`src/rtl/ctlreg_pkg.sv`:
```
package ctlreg_pkg;
   typedef enum logic [1:0] {
      SEL_MCW  = 2'd0,
      SEL_BASE = 2'd1,
      SEL_FEAT = 2'd2,
      SEL_PRIO = 2'd3
   } cr_sel_e;

   localparam int XLEN          = 64;
   localparam int MCW_PROT      = 0;
   localparam int MCW_EXT       = 4;
   localparam int MCW_WTHRU     = 29;
   localparam int MCW_NOCACHE   = 30;
   localparam int MCW_PAGING    = 31;
   localparam int FEAT_PAE      = 5;
   localparam int FEAT_CTXID    = 17;
   localparam int BASE_KEEPMAP  = 63;

   typedef struct packed {
      logic            fault;
      logic [XLEN-1:0] value;
   } rule_res_t;
endpackage

```
`src/rtl/ctlreg_mcw_rule.sv`:
```
module ctlreg_mcw_rule
   import ctlreg_pkg::*;
#(
   parameter logic [63:0] KEEP      = 64'h0000_0000_E005_003F,
   parameter bit          ET_STICKY = 1'b1
) (
   input  logic [XLEN-1:0] src,
   input  logic            long_mode,
   output rule_res_t       res
);
   localparam int HALF = XLEN / 2;
   logic [XLEN-1:0] kept;
   logic            bad_hi, bad_combo, bad_leave;

   assign bad_hi    = |src[XLEN-1:HALF];
   assign bad_combo = (src[MCW_PAGING] & ~src[MCW_PROT]) |
                      (src[MCW_WTHRU] & ~src[MCW_NOCACHE]);
   assign bad_leave = long_mode & ~src[MCW_PAGING];

   generate
      if (ET_STICKY) begin : g_sticky
         always_comb begin
            kept          = src & KEEP;
            kept[MCW_EXT] = 1'b1;
         end
      end else begin : g_plain
         assign kept = src & KEEP;
      end
   endgenerate

   assign res.fault = bad_hi | bad_combo | bad_leave;
   assign res.value = kept;
endmodule

```
`src/rtl/ctlreg_base_rule.sv`:
```
module ctlreg_base_rule
   import ctlreg_pkg::*;
#(
   parameter int PA_W = 52
) (
   input  logic [XLEN-1:0] src,
   input  logic            ctxid_on,
   output rule_res_t       res,
   output logic            inval_want
);
   localparam logic [XLEN-1:0] ONE        = {{(XLEN-1){1'b0}}, 1'b1};
   localparam logic [XLEN-1:0] BELOW_TOP  = (ONE << (XLEN-1)) - ONE;
   localparam logic [XLEN-1:0] BELOW_PA   = (ONE << PA_W) - ONE;
   localparam logic [XLEN-1:0] RESV_MASK  = BELOW_TOP & ~BELOW_PA;
   localparam logic [XLEN-1:0] FLAG_DROP  = 64'h0000_0000_0000_0FE7;

   logic [XLEN-1:0] trimmed;

   always_comb begin
      trimmed               = src;
      trimmed[BASE_KEEPMAP] = 1'b0;
      if (!ctxid_on) trimmed = trimmed & ~FLAG_DROP;
   end

   assign res.fault  = |(src & RESV_MASK);
   assign res.value  = trimmed;
   assign inval_want = ~ctxid_on | ~src[BASE_KEEPMAP];
endmodule

```
`src/rtl/ctlreg_mask_rule.sv`:
```
module ctlreg_mask_rule
   import ctlreg_pkg::*;
#(
   parameter logic [63:0] KEEP = 64'h0000_0000_0000_000F
) (
   input  logic [XLEN-1:0] src,
   output rule_res_t       res
);
   assign res.fault = |(src & ~KEEP);
   assign res.value = src;
endmodule

```
`src/rtl/ctlreg_guard.sv`:
```
module ctlreg_guard
   import ctlreg_pkg::*;
#(
   parameter int          PA_W      = 52,
   parameter logic [63:0] MCW_KEEP  = 64'h0000_0000_E005_003F,
   parameter logic [63:0] FEAT_KEEP = 64'h0000_0000_0077_07FF,
   parameter int          PRIO_W    = 4,
   parameter bit          ET_STICKY = 1'b1
) (
   input  logic        clk,
   input  logic        rst_n,
   input  logic        wr_valid,
   input  logic [1:0]  wr_sel,
   input  logic [63:0] wr_data,
   input  logic        wide_mode,
   input  logic        long_mode,
   output logic [63:0] cr0_q,
   output logic [63:0] cr3_q,
   output logic [63:0] cr4_q,
   output logic [63:0] cr8_q,
   output logic        fault,
   output logic        tlb_inval
);
   localparam int              HALF      = XLEN / 2;
   localparam logic [XLEN-1:0] PRIO_KEEP = (64'h1 << PRIO_W) - 64'h1;
   localparam logic [XLEN-1:0] MCW_RST   = 64'h0000_0000_6000_0000 |
                                           (ET_STICKY ? 64'h10 : 64'h0);

   generate
      if (PA_W < 32 || PA_W > 62) begin : g_bad_pa
         $error("ctlreg_guard: PA_W must lie in 32..62");
      end
      if (PRIO_W < 1 || PRIO_W > 63) begin : g_bad_prio
         $error("ctlreg_guard: PRIO_W must lie in 1..63");
      end
   endgenerate

   logic [XLEN-1:0] src;
   rule_res_t       r_mcw, r_base, r_feat, r_prio;
   logic            base_inval;
   logic            feat_ctxid_bad, feat_leave_bad, feat_fault;
   logic            sel_fault;
   cr_sel_e         sel;

   assign sel = cr_sel_e'(wr_sel);
   assign src = wide_mode ? wr_data : {{HALF{1'b0}}, wr_data[HALF-1:0]};

   ctlreg_mcw_rule #(.KEEP(MCW_KEEP), .ET_STICKY(ET_STICKY)) u_mcw (
      .src(src), .long_mode(long_mode), .res(r_mcw));

   ctlreg_base_rule #(.PA_W(PA_W)) u_base (
      .src(src), .ctxid_on(cr4_q[FEAT_CTXID]), .res(r_base),
      .inval_want(base_inval));

   ctlreg_mask_rule #(.KEEP(FEAT_KEEP)) u_feat (.src(src), .res(r_feat));
   ctlreg_mask_rule #(.KEEP(PRIO_KEEP)) u_prio (.src(src), .res(r_prio));

   assign feat_ctxid_bad = src[FEAT_CTXID] & ~cr4_q[FEAT_CTXID] & (|cr3_q[11:0]);
   assign feat_leave_bad = long_mode & ~src[FEAT_PAE];
   assign feat_fault     = r_feat.fault | feat_ctxid_bad | feat_leave_bad;

   always_comb begin
      unique case (sel)
         SEL_MCW:  sel_fault = r_mcw.fault;
         SEL_BASE: sel_fault = r_base.fault;
         SEL_FEAT: sel_fault = feat_fault;
         default:  sel_fault = r_prio.fault;
      endcase
   end

   always_ff @(posedge clk) begin
      if (!rst_n) begin
         cr0_q     <= MCW_RST;
         cr3_q     <= '0;
         cr4_q     <= '0;
         cr8_q     <= '0;
         fault     <= 1'b0;
         tlb_inval <= 1'b0;
      end else begin
         fault     <= wr_valid & sel_fault;
         tlb_inval <= wr_valid & ~sel_fault & (sel == SEL_BASE) & base_inval;
         if (wr_valid && !sel_fault) begin
            unique case (sel)
               SEL_MCW:  cr0_q <= r_mcw.value;
               SEL_BASE: cr3_q <= r_base.value;
               SEL_FEAT: cr4_q <= r_feat.value;
               default:  cr8_q <= r_prio.value;
            endcase
         end
      end
   end
endmodule

```
`config.mk`:
```
export PLATFORM = sky130hd
export DESIGN_NAME = ctlreg_guard
export DESIGN_NICKNAME = d
export VERILOG_FILES = /design/src/rtl/ctlreg_pkg.sv /design/src/rtl/ctlreg_mcw_rule.sv /design/src/rtl/ctlreg_base_rule.sv /design/src/rtl/ctlreg_mask_rule.sv /design/src/rtl/ctlreg_guard.sv
export SDC_FILE = /design/constraint.sdc
export NUM_CORES = 1
export LEC_CHECK = 0
export BUFFER_PORTS_ARGS = -buffer_cell sky130_fd_sc_hd__buf_2
export CORE_ASPECT_RATIO = 0.7
export CORE_MARGIN = 4
export CORE_UTILIZATION = 35
export CTS_CLUSTER_SIZE = 12
export DETAILED_ROUTE_END_ITERATION = 12
export RECOVER_POWER = 25
export SKIP_CTS_REPAIR_TIMING = 1
export SLEW_MARGIN = 20
export SYNTH_ARGS = -nofsm -noshare
export SYNTH_HDL_FRONTEND = slang
export SYNTH_SLANG_ARGS = --single-unit
```
`constraint.sdc`:
```
create_clock -name clk -period 4.04 [get_ports clk]
set_input_delay 0.202 -clock clk [delete_from_list [all_inputs] [get_ports clk]]
set_output_delay 0.202 -clock clk [all_outputs]
set_load 0.01 [all_outputs]
```
==> results.md, run 1 <==
- The run finished with clean final reports.
- The number of instances in the synthesized netlist is 716.
- The max-slew violation count is 0.
- The first global-routing pass estimated 29,600 um of wire.
- Setup repair after global routing left no endpoint under its margin.
- By area, the combinational part of the netlist is dominated by simple AND/OR/NAND/NOR gates.
- The final layout contains 1,068 nets.
- In this run the count of I/O pins placed on the die edge is 329.
- The total global routing overflow is 0.
- Across the whole layout, storage elements account for 4060 um2.
- After detailed routing, the average wire length per cell comes to 15.7 um.
- The via count of the first global-routing pass is 5,074.
- The mapped netlist covers 6990 um2.
- The cell with the most instances after synthesis is sky130_fd_sc_hd__dfxtp_1.
- The total of buffers placed on input and output ports is 273.
- The min-delay analysis places its worst path in the category input port to flip-flop.
- At the placement stage, the worst setup path has a slack of 1.25 ns.
- The tree built by TritonCTS fans out to 203 sinks.
- Setup slack on the critical path of the routed design comes to 1.34 ns.
- The clock tree buffer depth is 3.
- The tree is rooted in a sky130_fd_sc_hd__clkbuf_16.
- The weighted congestion reported at the end of routability-driven placement is 0.800.
- The fraction of synthesis flops using an asynchronous set or reset pin is 0.
- The final wirelength is 19,900 um.
- Based on the critical path, the design can be clocked at up to 371 MHz.
- The capturing element type of the critical path is a flip-flop.
- The final sum of negative setup slack is 0 ns.
- The die width is 177 um.
- The half-perimeter wire length after placement is 14,500 um.
- After synthesis, the cell types taking the most area are sky130_fd_sc_hd__dfxtp_1, sky130_fd_sc_hd__and2_1, sky130_fd_sc_hd__nand2_1.
- TritonCTS created 21 clock buffers.
- In this run the vertical extent of the chip is 126 um.
- At the pin with the least slew margin, the transition time is 0.888 ns.
- The max-capacitance violation count is 0.
- The via count normalized by instance count is 4.34.
- The die outline area is 22,300 um2.
- The core region is 19,200 um2.
- Clock-pin slew was measured on the worst setup and hold paths at 0.06 ns.
- The total power per unit cell area is 434 nW/um2.
- Of the cells placed in the final design, the portion with a size suffix greater than 1 is 0.212.
- Of the post-synthesis cell area, the dominant cell type holds 0.581.
- Clock skew on the completed layout was measured at 0.0125 ns.
- The clock tree from TritonCTS is yes.
- In this run the worst path has a maximum fanout of 9.
- The smallest hold slack is 0.000823 ns.
- The adder and majority gate portion of the synthesized area is 0.
- The share of the Yosys chip area taken by registers is 0.581.
- After the first detailed-routing iteration, the DRC count stood at 276.
- After filler insertion, the fill cell instance count of the layout stands at 1,937.
- The complex-gate fraction of the synthesized area is 0.0558.
- Counting instances in the post-synthesis netlist gives the leading cell types as sky130_fd_sc_hd__dfxtp_1, sky130_fd_sc_hd__nand2_1, sky130_fd_sc_hd__and2_1, sky130_fd_sc_hd__buf_4, sky130_fd_sc_hd__a21oi_1.
- The post-detailed-route DRC marker count is 0.
- The effective utilization at floorplan is 0.364.
- STA puts the critical path data required time at 4.44 ns.
- The time the worst path needs with I/O delays and setup is 2.70 ns.
- Of the total synthesized cell area, the portion taken by AND, OR, NAND and NOR gates is 0.227.
- The final number of hold-violating endpoints is 0.
- The synthesized design spends more area on one cell type than any other, namely sky130_fd_sc_hd__dfxtp_1.
- STA classifies the critical path startpoint as an input port.
- During synthesis, Yosys emitted a total of 0 warnings.
- Synthesis inferred 203 register bits.
- The portion of synthesized area spent on multiplexers is 0.0415.
- The number of antenna violations at the first check in global routing is 0.
- The total number of H-tree levels is 1.
- The dominant register cell in the synthesized netlist is sky130_fd_sc_hd__dfxtp_1.
- At the later pin of the worst-skew pair, clock insertion delay measures 0.48 ns.
- The synthesized netlist contains 39 unique library cells.
- The count of flip-flops with a built-in enable after synthesis is 0.
- Entering global routing, the biggest net connects 63 pins.
- Summing all multi-input logic gate instances after layout gives 2510 um2.
- The number of antenna cells inserted is 0.
- The utilization of the core after routing is 0.470.
- Setup violations remaining at the end of the flow were counted as 0.
- The synthesized area divided by synthesized cell count is 9.77 um2.
- Of the available clock period, the critical path in the final layout requires 0.668.
- The growth of design area from synthesis to finish is 29.3%.
- The worst slew slack as a fraction of its limit is 0.408.
- VDD sags by at most 0.000245 V.
- Once detail routing completed, the nets flagged for antenna violations numbered 0.
- Across every metal layer, demand over resource in global routing totals 0.165.
- For the worst setup path, the data arrival time is 3.10 ns.
- The critical path start-end classification is input port to flip-flop.
- The routed via count is 5,500.
- For this design the static power due to leakage is 4.03 nW.
- The number of cell rows is 42.
- The first-pass iteration count of the detailed router is 4.
- The post-synthesis share of cell area spent on xor and xnor gates is 0.
==> flip-flops by register name, indices dropped and copies added (netlist names) <==
name and flops:
cr0_q 10, cr3_q 63, cr4_q 64, cr8_q 64
fault 1, tlb_inval 1
==> where the power goes <==
| part | switching (mW) | internal [mW] |
|---|---|---|
| Sequential | 0.00446 | 2.01 |
| Combinational | 0.129 | 0.0642 |
| Clock | 0.729 | 0.991 |
==> cell families after synthesis <==
kind of cell / Yosys count
AO/OA/AOI/OAI: 67
buffers and inverters: 106
flip-flops: 203
multiplexers: 29
other: 2
AND/OR/NAND/NOR: 309
==> critical path, cell delays in order <==
cell	delay, ns
sky130_fd_sc_hd__dlygate4sd3_1	0.54
sky130_fd_sc_hd__buf_2	0.13
sky130_fd_sc_hd__nor4_1	0.30
sky130_fd_sc_hd__nand4_1	0.31
sky130_fd_sc_hd__o21ai_1	0.68
sky130_fd_sc_hd__nand3_1	0.63
sky130_fd_sc_hd__mux2i_1	0.31
==> cell usage in the layout (no fill, tap or decap), types with 2 or more instances in the layout <==
| master | netlist | routed |
|---|---|---|
| sky130_fd_sc_hd__o211ai_1 | 2 | 2 |
| sky130_fd_sc_hd__nor2_1 | 4 | 4 |
| sky130_fd_sc_hd__a21oi_1 | 53 | 53 |
| sky130_fd_sc_hd__nor4_1 | 12 | 12 |
| sky130_fd_sc_hd__dlygate4sd3_1 | 0 | 22 |
| sky130_fd_sc_hd__mux2i_1 | 29 | 29 |
| sky130_fd_sc_hd__clkbuf_8 | 0 | 3 |
| sky130_fd_sc_hd__buf_4 | 57 | 8 |
| sky130_fd_sc_hd__inv_1 | 7 | 7 |
| sky130_fd_sc_hd__nand2_1 | 124 | 124 |
| sky130_fd_sc_hd__clkbuf_1 | 23 | 105 |
| sky130_fd_sc_hd__nand4_1 | 5 | 5 |
| sky130_fd_sc_hd__clkbuf_16 | 0 | 21 |
| sky130_fd_sc_hd__dfxtp_1 | 203 | 203 |
| sky130_fd_sc_hd__nand3_1 | 31 | 31 |
| sky130_fd_sc_hd__conb_1 | 2 | 55 |
| sky130_fd_sc_hd__and2_1 | 108 | 108 |
| sky130_fd_sc_hd__buf_2 | 16 | 172 |
| sky130_fd_sc_hd__or4_1 | 2 | 2 |
| sky130_fd_sc_hd__and3_1 | 14 | 14 |
==> layout make-up <==
class,count,share of cell area
Multi-Input combinational cell,460,0.278
Tap cell,264,0.0365
Clock buffer,28,0.0643
Sequential cell,203,0.449
Inverter,8,0.00332
Timing Repair Buffer,303,0.168
Clock inverter,1,0.000553
==> layer usage <==
layer  wire length, um  vias to the layer above  track usage  part of all wire
met5                 0                        -            0                 0
met4               356                        0       0.0346             0.018
met3              2030                       26       0.0566              0.10
met2              8300                      216        0.233              0.42
met1              9180                     2467        0.244              0.46
li1                  -                     2791            -                 -
==> stage by stage <==
stage	power, mW	instance area [um2]	instances
6_report	3.93	9040	1267
5_1_grt	4.09	9040	1267
4_1_cts	3.97	8950	1245
3_5_place_dp	2.23	8360	1216
3_3_place_gp	2.23	8360	1216
2_1_floorplan	2.19	7190	769
==> worst paths after layout <==
path / start / end / slack, ns / depth (start not counted)
setup / recovery: wr_data[47] / cr0_q[5]$_SDFFE_PN0P_ / 1.34 / 7
hold / removal: wr_data[17] / cr3_q[17]$_SDFFE_PN0P_ / 0.0008 / 3
setup reg to reg: cr3_q[0]$_SDFFE_PN0P_ / cr4_q[20]$_SDFFE_PN0P_ / 1.86 / 7
hold reg to reg: cr8_q[52]$_SDFFE_PN0P_ / cr8_q[52]$_SDFFE_PN0P_ / 0.45 / 1
Note: power is estimated with default switching activity, not from simulation.
==> run 2: changes to the inputs <==
Clock period 4.04 ns to 2.7 ns, I/O delays scaled along.
==> run 2 against run 1 <==
Compared with the run above: critical path depth stayed put; cell area is 4.3% higher; largest power group unchanged; core utilization is 2.0 points higher.
==> results.md, run 2 (synthesis results as in run 1) <==
- The critical-path maximum fanout is 47.
- The worst setup path is of the input port to flip-flop kind.
- The via count of the first global-routing pass came to 5,136.
- After detailed routing, the average wire length per cell comes to 15.6 um.
- In the final layout, the share of cells above drive strength 1 is 0.211.
- The final number of hold-violating endpoints was 0.
- The die is 126 um tall.
- The critical path required time is 3.07 ns.
- For this run, design rule violations remaining after detail routing come to 0.
- The delay of the slowest cell on the worst path is 0.72 ns.
- The max-capacitance violation count is 0.
- The clock tree from TritonCTS is yes.
- The total CTS buffers is 21.
- The count of filler cells inserted in the layout is 1,872.
- The total power draw is 5.93 mW.
- The final setup violation count is 0.
- The share of total power dissipated in sequential elements is 0.508.
- The number of routed nets with antenna violations is 0.
- Dividing the final minimum period by the clock period gives 0.830.
- Derived from the worst setup path, the maximum achievable clock frequency is 446 MHz.
- The time the worst path needs with I/O delays and setup is 2.24 ns.
- The tightest min-delay check is of the input port to flip-flop type.
- The number of placed instances, taps included is 1,220.
- Of the total power, the share spent switching nets is 0.222.
- The I/O pin total is 329.
- The repair_antennas step left the layout with diodes totalling 0.
- The clock reaches the later pin of the worst-skew pair after 0.50 ns.
- Summed over all nets, the switching power comes to 1.32 mW.
- The clock sink count is 203.
- The total of buffers placed on input and output ports is 273.
- The kind of start point of the critical path is an input port.
- The share of power burned in the clock network is 0.436.
- The run finished with clean final reports.
- The global-route usage over all layers is 0.163.
- The max-slew violation count is 0.
- Together, buffers and inverters on the worst path number 3.
- After the flow finishes, the layout carries non-filler instances totaling 1,302.
- Summed over all failing endpoints, the final setup total negative slack is 0 ns.
- The peak supply drop is 0.000378 V.
- For the pin with the worst max-slew slack, the measured transition is 0.828 ns.
- The total overflow left after global routing is 0.
- In this run the number of H-tree levels came out at 1.
- Setup repair after global routing left no endpoint under its margin.
- Internal power comes to 4.61 mW.
- The final wirelength is 20,300 um.
- Entering global routing, the biggest net connects 65 pins.
- Among all stages on the critical path, the largest delay is contributed by sky130_fd_sc_hd__nor4_1.
- The cell sitting at the root of the clock tree is a sky130_fd_sc_hd__clkbuf_16.
- In the final layout, the registers with the most flip-flops are cr4_q (64), cr8_q (64), cr3_q (63).
- Of the total power, combinational logic draws 0.056.
- Clock-pin slew was measured on the worst setup and hold paths at 0.06 ns.
- The worst endpoint data arrival time is 2.61 ns.
- On the final layout, the worst clock skew is 0.0231 ns.
- The effective utilization at floorplan is 0.364.
- The die width is 177 um.
- The area growth from synthesis to layout is 34.9%.
- The number of cell rows is 42.
- Summing over every cut layer, the via total after detailed routing is 5,722.
- The family with the most delay on the worst path is simple AND/OR/NAND/NOR gates.
- The die outline area is 22,300 um2.
- STA classifies the critical path endpoint as a flip-flop.
- For this run, the detailed router's first-pass iteration total came to 4.
- Walking the worst path, the cells encountered are dlygate4sd3_1 -> buf_2 -> nor4_1 -> and3_1 -> a41oi_2 -> buf_4 -> and2_1.
- The library cell used most frequently in the layout, excluding fill and tap cells, is sky130_fd_sc_hd__dfxtp_1.
- The worst slew slack as a fraction of its limit is 0.443.
- The floorplan step defined a core boundary enclosing 19,200 um2.
- The total power per unit cell area is 629 nW/um2.
- The library cells used most frequently in the layout, excluding fill and tap cells, are sky130_fd_sc_hd__dfxtp_1, sky130_fd_sc_hd__buf_2, sky130_fd_sc_hd__nand2_1.
- The net count of the finished layout is 1,104.
- The congestion estimate from routability-driven global placement came to 0.785.
- The DRC violation total after the first TritonRoute iteration is 251.
- The first global-routing pass estimated 29,300 um of wire.
- The via count normalized by instance count is 4.39.
- The clock passes through at most 3 buffers.
- The number of antenna violations at the first check in global routing is 0.
- The static power due to leakage is 4.20 nW.
- Summed over all nets, the half-perimeter wirelength after detailed placement is 14,200 um.
## run 2: path summary, 6_finish.rpt
path / from / to / slack [ns] / cells past startpoint
worst min register to register: cr3_q[12]$_SDFFE_PN0P_ / cr3_q[12]$_SDFFE_PN0P_ / 0.45 / 2
worst max-delay path: wr_data[24] / cr4_q[23]$_SDFFE_PN0P_ / 0.46 / 7
worst max register to register: cr3_q[0]$_SDFFE_PN0P_ / cr4_q[23]$_SDFFE_PN0P_ / 0.53 / 7
worst min-delay path: rst_n / cr3_q[30]$_SDFFE_PN0P_ / 0.05 / 3
## run 2: layout make-up
cell class              instances  area, um2  area share
clock buffers                  25        571      0.0605
clock inverters                 3       18.8     0.00199
inverters                       8       30.0     0.00318
multi-input cells             460       2510       0.266
flip-flops and latches        203       4060       0.431
well taps                     264        330      0.0350
repair buffers                339       1910       0.202
## run 2: power groups by stage
stage | sequential [mW] | combinational [mW] | clock [mW]
2_1_floorplan | 3.09 | 0.192 | 0
5_1_grt | 3.01 | 0.364 | 2.79
3_3_place_gp | 3.08 | 0.269 | 0
6_report | 3.01 | 0.331 | 2.59
3_5_place_dp | 3.08 | 0.267 | 0
4_1_cts | 3.01 | 0.268 | 2.68
## run 2: metal layers
| metal | part of all wire | routed length (um) | up-vias | GRT usage |
|---|---|---|---|---|
| met2 | 0.42 | 8600 | 240 | 0.233 |
| met4 | 0.019 | 381 | 0 | 0.0332 |
| met5 | 0 | 0 | - | 0 |
| li1 | - | - | 2869 | - |
| met3 | 0.098 | 1980 | 31 | 0.0671 |
| met1 | 0.46 | 9290 | 2582 | 0.231 |
## run 2: worst register-to-register path, delay by kind of cell (launching register included)
family | cells | cell delay, ns
AOI/OAI and AO/OA | 3 | 0.62
buffers and inverters | 2 | 0.48
DFF | 1 | 0.33
and+or+nand+nor | 2 | 0.63
## run 2: stage by stage
| stage | utilization | setup slack, ns | instance area, um2 | hold WS (ns) |
|---|---|---|---|---|
| floorplan | - | 0.666 | 7190 | 0.251 |
| global placement | 0.438 | 0.435 | 8430 | 0.394 |
| detailed placement | 0.438 | 0.429 | 8430 | 0.395 |
| CTS | 0.469 | 0.536 | 9020 | -0.135 |
| global route | 0.490 | 0.381 | 9430 | 0.0570 |
| finish | 0.490 | 0.458 | 9430 | 0.0453 |
